## config.mk

```make
export PLATFORM = sky130hd
export DESIGN_NAME = push_fmt
export DESIGN_NICKNAME = d
export VERILOG_FILES = /design/src/rtl/push_fmt_pkg.sv /design/src/rtl/push_ctrl.sv /design/src/rtl/push_dpath.sv /design/src/rtl/push_fmt.sv
export SDC_FILE = /design/constraint.sdc
export NUM_CORES = 1
export LEC_CHECK = 0
export BUFFER_PORTS_ARGS = -buffer_cell sky130_fd_sc_hd__clkbuf_2
export CORE_MARGIN = 5
export CORE_UTILIZATION = 40
export CTS_CLUSTER_SIZE = 16
export DETAILED_ROUTE_END_ITERATION = 12
export PLACE_DENSITY = 0.66
export RECOVER_POWER = 50
export SYNTH_ARGS = -nofsm -noshare
export SYNTH_HDL_FRONTEND = slang
export SYNTH_HIERARCHICAL = 1
export SYNTH_SLANG_ARGS = --single-unit
```

## constraint.sdc

```tcl
create_clock -name clk -period 5.2 [get_ports clk]
set_input_delay 0.26 -clock clk [delete_from_list [all_inputs] [get_ports clk]]
set_output_delay 0.26 -clock clk [all_outputs]
set_load 0.02 [all_outputs]
```

## src/rtl/push_fmt_pkg.sv

```systemverilog
package push_fmt_pkg;
  localparam int DATA_W = 64;
  localparam int LANE_BYTES = DATA_W / 8;

  typedef enum logic [1:0] {
    MODE16 = 2'b00,
    MODE32 = 2'b01,
    MODE64 = 2'b10,
    MODE64ALT = 2'b11
  } cpu_mode_e;

  typedef struct packed {
    logic load;
    logic w2;
    logic w4;
    logic w8;
    logic useImm;
    logic ext8;
    logic ext16;
    logic ext32;
    logic wrap16;
    logic wrap32;
  } ctrl_strobes_t;
endpackage

```

## src/rtl/push_ctrl.sv

```systemverilog
module push_ctrl
  import push_fmt_pkg::*;
(
  input  logic          clk,
  input  logic          rstN,
  input  logic          inValid,
  input  logic [1:0]    cpuMode,
  input  logic          sizeOverride,
  input  logic          srcIsImm,
  input  logic [2:0]    immBytes,
  output ctrl_strobes_t ctl
);
  cpu_mode_e modeE;
  assign modeE = cpu_mode_e'(cpuMode);

  always_comb begin
    ctl = '0;
    ctl.load = inValid;
    ctl.useImm = srcIsImm;
    unique case (modeE)
      MODE16: begin
        ctl.w2 = !sizeOverride;
        ctl.w4 = sizeOverride;
        ctl.wrap16 = 1'b1;
      end
      MODE32: begin
        ctl.w4 = !sizeOverride;
        ctl.w2 = sizeOverride;
        ctl.wrap32 = 1'b1;
      end
      default: begin
        ctl.w8 = !sizeOverride;
        ctl.w2 = sizeOverride;
      end
    endcase
    ctl.ext8 = (immBytes == 3'd1);
    ctl.ext16 = (immBytes == 3'd2);
    ctl.ext32 = !(ctl.ext8 || ctl.ext16);
  end

  // one width strobe at a time
  p_width_onehot_r1: assert property (@(posedge clk) disable iff (!rstN)
    $countones({ctl.w2, ctl.w4, ctl.w8}) == 1);

  // exactly one immediate size selected
  p_ext_onehot_r5: assert property (@(posedge clk) disable iff (!rstN)
    $countones({ctl.ext8, ctl.ext16, ctl.ext32}) == 1);
endmodule

```

## src/rtl/push_dpath.sv

```systemverilog
module push_dpath
  import push_fmt_pkg::*;
#(
  parameter int DW = DATA_W,
  parameter int NB = DW / 8
) (
  input  logic          clk,
  input  logic          rstN,
  input  ctrl_strobes_t ctl,
  input  logic [DW-1:0] srcValue,
  input  logic [DW-1:0] stackPtr,
  output logic          outValid,
  output logic [3:0]    pushBytes,
  output logic [DW-1:0] storeData,
  output logic [DW-1:0] newStackPtr,
  output logic [NB-1:0] byteEnable
);
  logic [DW-1:0] immExt, rawVal, keepMask, stepVal, diff, spNext, dataNext;
  logic [3:0]    widthNext;
  logic [NB-1:0] beNext;

  always_comb begin
    if (ctl.ext8)
      immExt = {{(DW-8){srcValue[7]}}, srcValue[7:0]};
    else if (ctl.ext16)
      immExt = {{(DW-16){srcValue[15]}}, srcValue[15:0]};
    else
      immExt = {{(DW-32){srcValue[31]}}, srcValue[31:0]};
    rawVal = ctl.useImm ? immExt : srcValue;
    if (ctl.w2)      keepMask = {{(DW-16){1'b0}}, 16'hFFFF};
    else if (ctl.w4) keepMask = {{(DW-32){1'b0}}, 32'hFFFF_FFFF};
    else             keepMask = '1;
    dataNext = rawVal & keepMask;
    widthNext = {ctl.w8, ctl.w4, ctl.w2, 1'b0};
    stepVal = DW'(widthNext);
    diff = stackPtr - stepVal;
    if (ctl.wrap16)      spNext = {stackPtr[DW-1:16], diff[15:0]};
    else if (ctl.wrap32) spNext = {stackPtr[DW-1:32], diff[31:0]};
    else                 spNext = diff;
  end

  for (genvar i = 0; i < NB; i++) begin : g_lane
    assign beNext[i] = (i < int'(widthNext));
  end

  always_ff @(posedge clk) begin
    if (!rstN) begin
      outValid <= 1'b0;
      pushBytes <= '0;
      storeData <= '0;
      newStackPtr <= '0;
      byteEnable <= '0;
    end else begin
      outValid <= ctl.load;
      if (ctl.load) begin
        pushBytes <= widthNext;
        storeData <= dataNext;
        newStackPtr <= spNext;
        byteEnable <= beNext;
      end
    end
  end

  // low pointer bits drop by the width
  p_sp_step_r4: assert property (@(posedge clk) disable iff (!rstN)
    outValid |-> ((($past(stackPtr) - newStackPtr) & 64'hFFFF) == 64'(pushBytes)));

  // upper pointer bits kept in narrow modes
  p_upper16_kept_r4: assert property (@(posedge clk) disable iff (!rstN)
    (outValid && $past(ctl.wrap16)) |-> newStackPtr[DW-1:16] == $past(stackPtr[DW-1:16]));
  p_upper32_kept_r4: assert property (@(posedge clk) disable iff (!rstN)
    (outValid && $past(ctl.wrap32)) |-> newStackPtr[DW-1:32] == $past(stackPtr[DW-1:32]));

  // mask contiguous from bit 0 and sized to the width
  p_be_match_r7: assert property (@(posedge clk) disable iff (!rstN)
    outValid |-> ($countones(byteEnable) == int'(pushBytes)) && byteEnable[0]
                 && (((byteEnable + 1) & byteEnable) == 0));

  // nothing stored above the width
  p_upper_zero_r6: assert property (@(posedge clk) disable iff (!rstN)
    outValid |-> (storeData >> (int'(pushBytes) * 8)) == '0);

  // output valid tracks the strobe
  p_valid_follow_r9: assert property (@(posedge clk) disable iff (!rstN)
    ctl.load |=> outValid);
  p_idle_hold_r9: assert property (@(posedge clk) disable iff (!rstN)
    !ctl.load |=> !outValid && $stable(storeData) && $stable(newStackPtr));
endmodule

```

## src/rtl/push_fmt.sv

```systemverilog
module push_fmt
  import push_fmt_pkg::*;
(
  input  logic                  clk,
  input  logic                  rstN,
  input  logic                  inValid,
  input  logic [1:0]            cpuMode,
  input  logic                  sizeOverride,
  input  logic                  srcIsImm,
  input  logic [2:0]            immBytes,
  input  logic [DATA_W-1:0]     srcValue,
  input  logic [DATA_W-1:0]     stackPtr,
  output logic                  outValid,
  output logic [3:0]            pushBytes,
  output logic [DATA_W-1:0]     storeData,
  output logic [DATA_W-1:0]     newStackPtr,
  output logic [LANE_BYTES-1:0] byteEnable
);
  ctrl_strobes_t ctl;

  push_ctrl i_ctrl (
    .clk(clk), .rstN(rstN), .inValid(inValid), .cpuMode(cpuMode),
    .sizeOverride(sizeOverride), .srcIsImm(srcIsImm), .immBytes(immBytes),
    .ctl(ctl)
  );

  push_dpath #(.DW(DATA_W), .NB(LANE_BYTES)) i_dpath (
    .clk(clk), .rstN(rstN), .ctl(ctl), .srcValue(srcValue), .stackPtr(stackPtr),
    .outValid(outValid), .pushBytes(pushBytes), .storeData(storeData),
    .newStackPtr(newStackPtr), .byteEnable(byteEnable)
  );
endmodule

```

==> impl_metrics.toml <==
[global_route]
grt_pass1_wl_um = 34000
antenna_found_initial = 0
grt_max_degree = 105
grt_pass1_vias = 6475
use_met1 = 0.277
overflow = 0
use_met3 = 0.0521
busiest_layer = "met2"
track_usage = 0.212
use_met2 = 0.341

[yosys]
synth_area_per_cell_um2 = 8.08
ys_warn_count = 6
syn_area_um2 = 6670
synth_cells = 825
syn_nets = 967

[setup_path]
r2r_slack_ns = 4.41
cpPeakStageDelay_ns = 0.87
path_buf_inv = 2
worstReg2RegStart = "i_dpath/newStackPtr[16]"
crit_arrival_ns = 3.77
start_kind = "input pin"
cp_slowest_cell = "nand4_1"
crit_chain = "clkbuf_2 > nor2b_1 > inv_1 > ha_1 > nor4_2 > and4_1 > nand4_1 > or4_1 > a31oi_1"
crit_fanout = 28
crit_path_start = "cpuMode[1]"
rr_endpoint = "i_dpath/newStackPtr[16]"
crit_end = "i_dpath/newStackPtr[43]"
cp_top_family = "simple AND/OR/NAND/NOR gates"
worstPathRequired_ns = 5.55
cp.depth = 9
worstRegToRegCells = 2
end_kind = "register"
worstSetupPathType = "input pin to register"

[sta]
worstMarginPinSlew_ns = 1.21
fin_tns_setup_ns = 0
slew_violations = 0
slew_headroom = 0.191
finalCritPeriodShare = 0.659
setup_slack_ns = 1.77
finClkSkew_ns = 0
fin_crit_ns = 3.43
rsz0062_at_grt = "no"
setup_viol = 0
fmax_ghz = 0.292
hold_viol_final = 0

[cts]
clk_latency_ns = 0.41
root_buffer = "clkbuf_16"
cts_sinks = 135
postCtsSetupBuffers = 0
cts.repair.resized = 0
cts_inserted_buffers = 17
clk_path_buf_depth = 2
cts_tree = "yes"
clk_pin_slew_ns = 0.06
htree_num_levels = 4
hold_buffers = 0

[job]
maxCapViolations = 0

[routing]
route.detailed.drc = 0
wl_per_cell_um = 16.7
vias_per_cell = 5.44
drtAntennaViolNets = 0
drt_first_iter_violations = 398
wirelength_um = 21400
vias = 6980
dr.pass1.iters = 5

[finish]
syn_to_final_growth_pct = 27.7
fin_nets = 1193
drive_above_1_share = 0.186
nFillCells = 1723
antennaDiodeCount = 0

[place]
dp_hpwl_um = 14800
place.gp.congestion = 0.836
dp_slack_ns = 1.39
port_buffers = 277

[floorplan]
ios = 279
die_w_um = 139
initial_core_util = 0.405
die_area_um2 = 19400
placementRows = 47
die_h_um = 139
design.core.area_um2 = 16500

[pwr]
ir_worst_vdd_v = 0.000204
power_leakage_uw = 0.00317
p_per_area_nw_per_um2 = 334

[run_status]
outcome = "finished, final reports clean"

[hold_path]
hold_path.class = "input pin to register"
==> power by group <==
part	internal [uW]	switching, uW	total [uW]
clock	810	459	1270
sequential	1100	34.8	1130
combinational	150	293	443
total	2060	787	2850
==> stage by stage <==
stage / instance area (um^2) / power (uW) / instances / hold WS (ns) / utilization
floorplan: 6670 / 1430 / 825 / 0.406 / -
global placement: 8070 / 1610 / 1252 / 0.449 / 0.490
detailed placement: 8070 / 1620 / 1252 / 0.453 / 0.490
CTS: 8690 / 2890 / 1283 / 0.0712 / 0.528
global route: 8520 / 2970 / 1283 / 0.0912 / 0.517
finish: 8520 / 2850 / 1283 / 0.0898 / 0.517
==> worst reg2reg max path, stage by stage, from the launching register on <==
cell and delay (ns):
dfxtp_1 0.36, nor2_1 0.05, a311oi_1 0.27
==> placed cells by master (no fill, tap or decap), drive strengths merged, types with 7 or more instances in the layout <==
cell,instances
o31ai,24
a211oi,12
dfxtp,135
nand4,8
or4,36
mux2i,13
or3,23
o21bai,15
xnor2,9
a31oi,37
nor3,12
o2111ai,16
a21oi,109
or2,7
nor4,10
xor2,10
nand2b,40
nor2,95
clkbuf,294
buf,9
nand2,23
o21ai,70
==> state kept, by name, summed over array words and instances (netlist names) <==
name	flops
i_dpath/byteEnable	4
i_dpath/storeData	64
i_dpath/pushBytes	2
i_dpath/newStackPtr	64
i_dpath/outValid	1
==> worst min-delay path by stage <==
stage | start | to | slack [ns] | cells past startpoint
global route | stackPtr[0] | i_dpath/newStackPtr[0] | 0.09 | 3
CTS | srcValue[3] | i_dpath/storeData[3] | 0.07 | 3
floorplan | stackPtr[51] | i_dpath/newStackPtr[51] | 0.41 | 2
finish | stackPtr[0] | i_dpath/newStackPtr[0] | 0.09 | 3
global placement | i_dpath/storeData[29] | i_dpath/storeData[29] | 0.45 | 2
detailed placement | i_dpath/storeData[30] | i_dpath/storeData[30] | 0.45 | 2
==> cell type report <==
type                    count  area, um^2  share of cell area
multi-input cells         606        3620               0.425
flip-flops and latches    135        2700               0.317
repair buffers            285        1280               0.150
clock buffers              18         439              0.0516
well taps                 220         275              0.0323
clock inverters            13         180              0.0212
inverters                   6        22.5             0.00264
==> per-layer routing <==
metal / up-vias / wire length [um] / share of wire
met4: 0 / 473 / 0.022
met1: 3224 / 9470 / 0.44
met5: - / 0 / 0
li1: 3488 / - / -
met2: 234 / 10000 / 0.47
met3: 34 / 1380 / 0.065
(Power assumes the default switching activity.)
